File: src/rtl/vfg_pkg.sv
package vfg_pkg;

    // Per-phase command encoding seen by the external drivers.
    typedef enum logic [1:0] {
        PH_PWM = 2'b00,
        PH_LOW = 2'b01,
        PH_TRI = 2'b10
    } ph_mode_e;

    // Supervisor states.
    typedef enum logic [1:0] {
        ST_OFF     = 2'b00,
        ST_RUN     = 2'b01,
        ST_HICCUP  = 2'b10,
        ST_OVLATCH = 2'b11
    } sup_state_e;

endpackage

File: src/rtl/vfg_flag_qual.sv
module vfg_flag_qual #(
    parameter int SYNC_DEPTH = 2
) (
    input  logic clk,
    input  logic rst_n,
    input  logic raw_i,
    output logic valid_o
);

    typedef struct packed {
        logic [SYNC_DEPTH-1:0] pipe;
        logic                  hold;
    } qual_t;

    qual_t q_d, q_q;

    always_comb begin
        q_d      = q_q;
        q_d.pipe = {q_q.pipe[SYNC_DEPTH-2:0], raw_i};
        q_d.hold = q_q.pipe[SYNC_DEPTH-1];
    end

    always_ff @(posedge clk or negedge rst_n) begin
        if (!rst_n) q_q <= '0;
        else        q_q <= q_d;
    end

    // Flag is accepted only after two consecutive synchronized samples are high.
    assign valid_o = q_q.pipe[SYNC_DEPTH-1] & q_q.hold;


    qual_two_sample_chk: assert property (@(posedge clk) disable iff (!rst_n)
        valid_o |-> ($past(raw_i, SYNC_DEPTH) && $past(raw_i, SYNC_DEPTH + 1)));

endmodule

File: src/rtl/vfg_core.sv
module vfg_core
    import vfg_pkg::*;
#(
    parameter int HICCUP_CYC = 50000
) (
    input  logic       clk,
    input  logic       rst_n,
    input  logic       en_ok_i,
    input  logic       por_ok_i,
    input  logic       oc_valid_i,
    input  logic       ov_valid_i,
    output sup_state_e state_o,
    output logic       ov_low_o,
    output logic       ss_restart_o
);

    localparam int CNT_W = (HICCUP_CYC > 2) ? $clog2(HICCUP_CYC) : 1;
    localparam logic [CNT_W-1:0] CNT_LOAD = CNT_W'(HICCUP_CYC - 1);

    typedef struct packed {
        sup_state_e       state;
        logic [CNT_W-1:0] cnt;
        logic             ov_low;
        logic             ss;
    } core_t;

    core_t c_d, c_q;
    logic  active;

    assign active = en_ok_i & por_ok_i;

    always_comb begin
        c_d    = c_q;
        c_d.ss = 1'b0;
        if (!active) begin
            c_d.state  = ST_OFF;
            c_d.cnt    = '0;
            c_d.ov_low = 1'b0;
        end else begin
            unique case (c_q.state)
                ST_OFF: begin
                    c_d.state = ST_RUN;
                    c_d.ss    = 1'b1;
                end
                ST_RUN: begin
                    if (ov_valid_i) begin
                        c_d.state  = ST_OVLATCH;
                        c_d.ov_low = 1'b1;
                    end else if (oc_valid_i) begin
                        c_d.state = ST_HICCUP;
                        c_d.cnt   = CNT_LOAD;
                    end
                end
                ST_HICCUP: begin
                    if (ov_valid_i) begin
                        c_d.state  = ST_OVLATCH;
                        c_d.ov_low = 1'b1;
                        c_d.cnt    = '0;
                    end else if (c_q.cnt == '0) begin
                        c_d.state = ST_RUN;
                        c_d.ss    = 1'b1;
                    end else begin
                        c_d.cnt = c_q.cnt - 1'b1;
                    end
                end
                ST_OVLATCH: begin
                    c_d.ov_low = ov_valid_i;
                end
                default: c_d.state = ST_OFF;
            endcase
        end
    end

    always_ff @(posedge clk or negedge rst_n) begin
        if (!rst_n) begin
            c_q.state  <= ST_OFF;
            c_q.cnt    <= '0;
            c_q.ov_low <= 1'b0;
            c_q.ss     <= 1'b0;
        end else begin
            c_q <= c_d;
        end
    end

    assign state_o      = c_q.state;
    assign ov_low_o     = c_q.ov_low;
    assign ss_restart_o = c_q.ss;


    hiccup_hold_chk: assert property (@(posedge clk) disable iff (!rst_n)
        (c_q.state == ST_HICCUP && c_q.cnt != '0 && active && !ov_valid_i)
        |=> (c_q.state == ST_HICCUP));


    restart_single_chk: assert property (@(posedge clk) disable iff (!rst_n)
        c_q.ss |=> !c_q.ss);


    ov_latch_hold_chk: assert property (@(posedge clk) disable iff (!rst_n)
        (c_q.state == ST_OVLATCH && active) |=> (c_q.state == ST_OVLATCH));


    disable_clear_chk: assert property (@(posedge clk) disable iff (!rst_n)
        !active |=> (c_q.state == ST_OFF && !c_q.ov_low && !c_q.ss));


    ov_priority_chk: assert property (@(posedge clk) disable iff (!rst_n)
        (c_q.state == ST_RUN && active && oc_valid_i && ov_valid_i)
        |=> (c_q.state == ST_OVLATCH && c_q.ov_low));

endmodule

File: src/rtl/vfg_phase_map.sv
module vfg_phase_map
    import vfg_pkg::*;
(
    input  sup_state_e state_i,
    input  logic       ov_low_i,
    output logic [1:0] mode_o
);

    ph_mode_e mode;

    always_comb begin
        unique case (state_i)
            ST_RUN:     mode = PH_PWM;
            ST_OVLATCH: mode = ov_low_i ? PH_LOW : PH_TRI;
            default:    mode = PH_TRI;
        endcase
    end

    assign mode_o = mode;

endmodule

File: src/rtl/vr_fault_guard.sv
module vr_fault_guard
    import vfg_pkg::*;
#(
    parameter int NUM_PHASES = 6,
    parameter int HICCUP_CYC = 50000,
    parameter int SYNC_DEPTH = 2
) (
    input  logic                    clk,
    input  logic                    rst_n,
    input  logic                    en_ok_i,
    input  logic                    por_ok_i,
    input  logic                    oc_raw_i,
    input  logic                    ov_raw_i,
    output logic [2*NUM_PHASES-1:0] phase_mode_o,
    output logic                    ovp_o,
    output logic                    ss_restart_o
);

    logic       oc_valid;
    logic       ov_valid;
    sup_state_e state;
    logic       ov_low;

    vfg_flag_qual #(.SYNC_DEPTH(SYNC_DEPTH)) i_oc_qual (
        .clk     (clk),
        .rst_n   (rst_n),
        .raw_i   (oc_raw_i),
        .valid_o (oc_valid)
    );

    vfg_flag_qual #(.SYNC_DEPTH(SYNC_DEPTH)) i_ov_qual (
        .clk     (clk),
        .rst_n   (rst_n),
        .raw_i   (ov_raw_i),
        .valid_o (ov_valid)
    );

    vfg_core #(.HICCUP_CYC(HICCUP_CYC)) i_core (
        .clk          (clk),
        .rst_n        (rst_n),
        .en_ok_i      (en_ok_i),
        .por_ok_i     (por_ok_i),
        .oc_valid_i   (oc_valid),
        .ov_valid_i   (ov_valid),
        .state_o      (state),
        .ov_low_o     (ov_low),
        .ss_restart_o (ss_restart_o)
    );

    for (genvar g = 0; g < NUM_PHASES; g++) begin : g_phase
        vfg_phase_map i_map (
            .state_i  (state),
            .ov_low_i (ov_low),
            .mode_o   (phase_mode_o[2*g +: 2])
        );
    end

    assign ovp_o = (state == ST_OVLATCH);


    ov_clamp_chk: assert property (@(posedge clk) disable iff (!rst_n)
        (state == ST_RUN && en_ok_i && por_ok_i && ov_valid)
        |=> (ovp_o && phase_mode_o[1:0] == 2'b01));


    no_pwm_in_ovp_chk: assert property (@(posedge clk) disable iff (!rst_n)
        ovp_o |-> (phase_mode_o[1:0] != 2'b00));

endmodule

File: config.mk
export PLATFORM = sky130hd
export DESIGN_NAME = vr_fault_guard
export DESIGN_NICKNAME = d
export VERILOG_FILES = /design/src/rtl/vfg_pkg.sv /design/src/rtl/vfg_flag_qual.sv /design/src/rtl/vfg_core.sv /design/src/rtl/vfg_phase_map.sv /design/src/rtl/vr_fault_guard.sv
export SDC_FILE = /design/constraint.sdc
export NUM_CORES = 1
export LEC_CHECK = 0
export BUFFER_PORTS_ARGS = -buffer_cell sky130_fd_sc_hd__clkbuf_2
export CORE_MARGIN = 2
export CORE_UTILIZATION = 50
export CTS_CLUSTER_DIAMETER = 120
export DETAILED_ROUTE_END_ITERATION = 6
export PLACE_DENSITY = 0.73
export RECOVER_POWER = 100
export SLEW_MARGIN = 0
export SYNTH_ARGS = -nofsm -noshare
export SYNTH_HDL_FRONTEND = slang
export SYNTH_SLANG_ARGS = --single-unit
export TNS_END_PERCENT = 30
File: constraint.sdc
create_clock -name clk -period 2 [get_ports clk]
set_input_delay 0.2 -clock clk [delete_from_list [all_inputs] [get_ports clk]]
set_output_delay 0.2 -clock clk [all_outputs]
set_load 0.1 [all_outputs]
==> results.md <==
* Cell count after synthesis at 158
* Status: complete, but fails checks
* Pins Over Slew Limit at 0
* Clock buffer depth at 2
* Clock sink count at 26
* Pwr/cell area at 663 nW/um^2
* Sequential share of the synthesized area at 41.9%
* First drt pass iteration count at 4
* Final hold slack at 0.193 ns
* Hold Crit Class: primary input to register
* Clk slew on worst S/H paths at about 0.15 ns
* RD Place Congestion at between 0.9 and 1
* Die area at 3570 sq um
* NumNets Final at ~210
* Largest fanout on the critical path at 11
* Tmin final at 2.00 ns
* Final setup margin at -0.00266 ns
* DPL Wire Length at about 2.7 mm
* CP endpoint kind: register
* Total wire length at roughly 3.9 mm
* Die Ht at around 60 microns
* Top cell type by total area after synthesis: dfrtp_1
* Number of synthesized flops with an enable pin at 0
* Max-cap viol count at 0
* Synth area leaders: dfrtp_1 42%, buf_4 5.3%, ha_1 4.8%, o22a_1 3.4%, nor2_1 2.7%
* Max Clock Skew at about 0.0067 ns
* Layout filler cell count at ~220
* Worst path cell trace: inv_1 > ha_2 > nand3_1 > o211ai_2 > o21ai_4 > or4_1 > a21oi_1
* VDD IR-drop max at between 600 and 700 uV
* IO Pins at 20
* Final Cycle Share at 100%
* First-pass GRT wire length at 6.33 mm
* Mapped Nets at 170
* Pin count of the biggest net entering global routing at 27
* Delay-heaviest family, CP: simple AND/OR/NAND/NOR gates
* CTS H-Tree Depth at 1
* DR WL/cell at around 17 microns
* Synth warn at 0
* Violated checks: negative setup slack
* Layout cell share with drive strength beyond 1 at a little under two fifths
* CORE AREA at about 3000 sq um
* Post-synth top area share at a little over two fifths
* CTS Root Cell: clkbuf_4
* Routed Antenna Nets at 0
* Syn avg cell area at slightly below 10 sq um
* Leakage at ~0.00093 uW
* Synth cell types at 43
* Sum of buffers and inverters on the critical path at 1
* Initial DRC Count at 119
* Vias post-DR at roughly 1,500
* Rows at 20
* Max_slew headroom at between 7 and 8%
* Die width at ~60 microns
* Post-synth top flop: dfrtp_1
* N_diodes at 0
* RSZ-0062 raised after global routing: yes
* Global Route Usage Sum at 24.1%
* CTS tree: done
* Flops & latches, synth at 26
* Final hold violations at 0
* Worst-Skew Late Latency at ~0.34 ns
* Vias in the first global route at 1,357
* Mapped cell area at approximately 1600 sq um
* Final setup viols at 1
* Crit start category: register
* Post-synthesis async set-or-reset flop share at between 90% and 100%
* Drt via density at a little over 6
* WP data arrival at between 2 and 2.5 ns
* Pre-CTS WS at -0.0559 ns
* Layout area overhead at 36.6%
* Tightest Pin Transition at about 1.4 ns
* Num CTS Buffers at 3
* Worst setup path class: register to register
* Initial antenna violation count at 0
* Crit path required time at roughly 2.3 ns
* Initial Util at approximately half
* Worst path slowest cell: or4_1
* Buffers on Ports at 19
* Remaining Overflow, GRT at 0
* Fmax achieved at roughly 500 MHz
* Residual DRC at 0
* Max stage delay on crit path at 0.49 ns
## registers in the layout (all words and copies together) (netlist names)
name,flops
i_ov_qual.q_q,1
i_core.c_q,16
i_core.state_o,2
i_core.ov_low_o,1
i_oc_qual.q_d,2
i_core.ss_restart_o,1
i_ov_qual.q_d,2
i_oc_qual.q_q,1
## cell families after synthesis
family | Yosys count | synth area share, %
AOI/OAI and AO/OA | 50 | 24.5
xor gates and xnor gates | 3 | 1.69
adders and majority gates | 6 | 4.83
buffers and inverters | 25 | 9.75
DFF | 26 | 41.9
muxes | 1 | 0.645
and+or+nand+nor | 47 | 16.7
## synthesized netlist by cell type (all sizes together) (3+ instances only)
| master | instances |
|---|---|
| xor2 | 3 |
| a211oi | 3 |
| or4 | 3 |
| o21ai | 6 |
| o211ai | 3 |
| dfrtp | 26 |
| inv | 7 |
| o21a | 5 |
| ha | 6 |
| nand2 | 9 |
| nand2b | 3 |
| nor2 | 11 |
| a21oi | 7 |
| a31oi | 5 |
| nand4 | 3 |
| buf | 14 |
| and2 | 3 |
| nor4 | 4 |
| o22a | 6 |
| clkbuf | 4 |
| nor3 | 6 |
## routing by layer
metal  GRT usage, %  part of all wire, %  vias to the layer above
li1               -                    -                      674
met1           30.2                   39                      694
met2           39.4                   52                       73
met3           3.03                  5.3                       17
met4           14.3                  3.3                        0
met5              0                    0                        -
## report_power, final
part / internal, uW / switching (uW) / total, uW / leakage (uW)
registers: 555 / 31.1 / 586 / 0.000335
clock network: 203 / 168 / 371 / 0.0000279
logic: 193 / 256 / 449 / 0.000567
total: 951 / 455 / 1410 / 0.000930
## area by class of cell
type	count	area (sq um)	area share, %
Tap cell	33	41.3	1.95
Clock buffer	3	22.5	1.06
Clock inverter	1	30.0	1.42
Timing Repair Buffer	57	487	22.9
Inverter	7	26.3	1.24
Sequential cell	26	651	30.7
Multi-Input combinational cell	107	863	40.7
## worst register-to-register path: cells and delay by family (launching register included)
family	cells	cell delay (ns)
AO/OA/AOI/OAI	3	0.58
adder cells (fa/ha/maj)	1	0.25
flip-flops	1	0.40
buffers and inverters	1	0.07
AND/OR/NAND/NOR	2	0.64
## repair_timing
action / in CTS / in global routing
gates resized for setup: 4 / 12
endpoints found under the hold margin: 28 / 0
pin swaps: 1 / 7
hold buffers: 3 / 0
setup buffers: 1 / 10
setup endpoints to repair: 14 / 23
## worst paths after layout
kind	endpoint	slack [ns]	start	depth (start not counted)
worst max-delay path	i_core.c_q[9]	-0.003	i_core.state_o[1]	7
worst min-delay path	i_core.ov_low_o	0.19	por_ok_i	3
worst max register to register	i_core.c_q[9]	-0.003	i_core.state_o[1]	7
worst min register to register	i_ov_qual.q_d[0]	0.37	i_ov_qual.q_d[2]	0
max in group asynchronous	i_oc_qual.q_q[0]	0.51	rst_n	2
min in group asynchronous	i_core.c_q[16]	0.68	rst_n	2
## metrics by stage
stage	area [sq um]	cells	util [%]	setup TNS, ns	total power (uW)
2_1_floorplan	1620	158	-	-1.32	854
3_3_place_gp	1860	216	62.0	0	960
3_5_place_dp	1860	216	62.0	-0.202	976
4_1_cts	1980	224	66.1	0	1360
5_1_grt	2120	234	70.6	-0.492	1460
6_report	2120	234	70.6	-0.00266	1410
## cell usage in the layout, fill, tap and decap left out, types with 2 or more instances in the layout
cell,netlist,final
o2111ai_1,2,2
inv_1,7,5
nand3_1,2,2
dfrtp_1,26,26
o21a_1,5,4
buf_4,11,33
a21oi_1,7,6
ha_1,6,2
clkbuf_4,0,3
o211ai_1,2,2
a211oi_1,3,2
buf_12,0,7
nand2_1,9,8
nor2_1,11,11
nor3_1,6,6
nor4_1,3,2
o41ai_1,2,2
a211o_1,2,2
dlygate4sd3_1,0,3
nand4_1,2,2
or4_1,3,3
ha_4,0,3
o31ai_1,2,2
o21ai_0,5,5
xor2_1,3,3
inv_2,0,2
a31oi_1,5,5
o22a_1,6,6
nand2b_1,3,3
and2_1,3,2
clkbuf_2,0,12
Power figures use the tool's default switching activity.
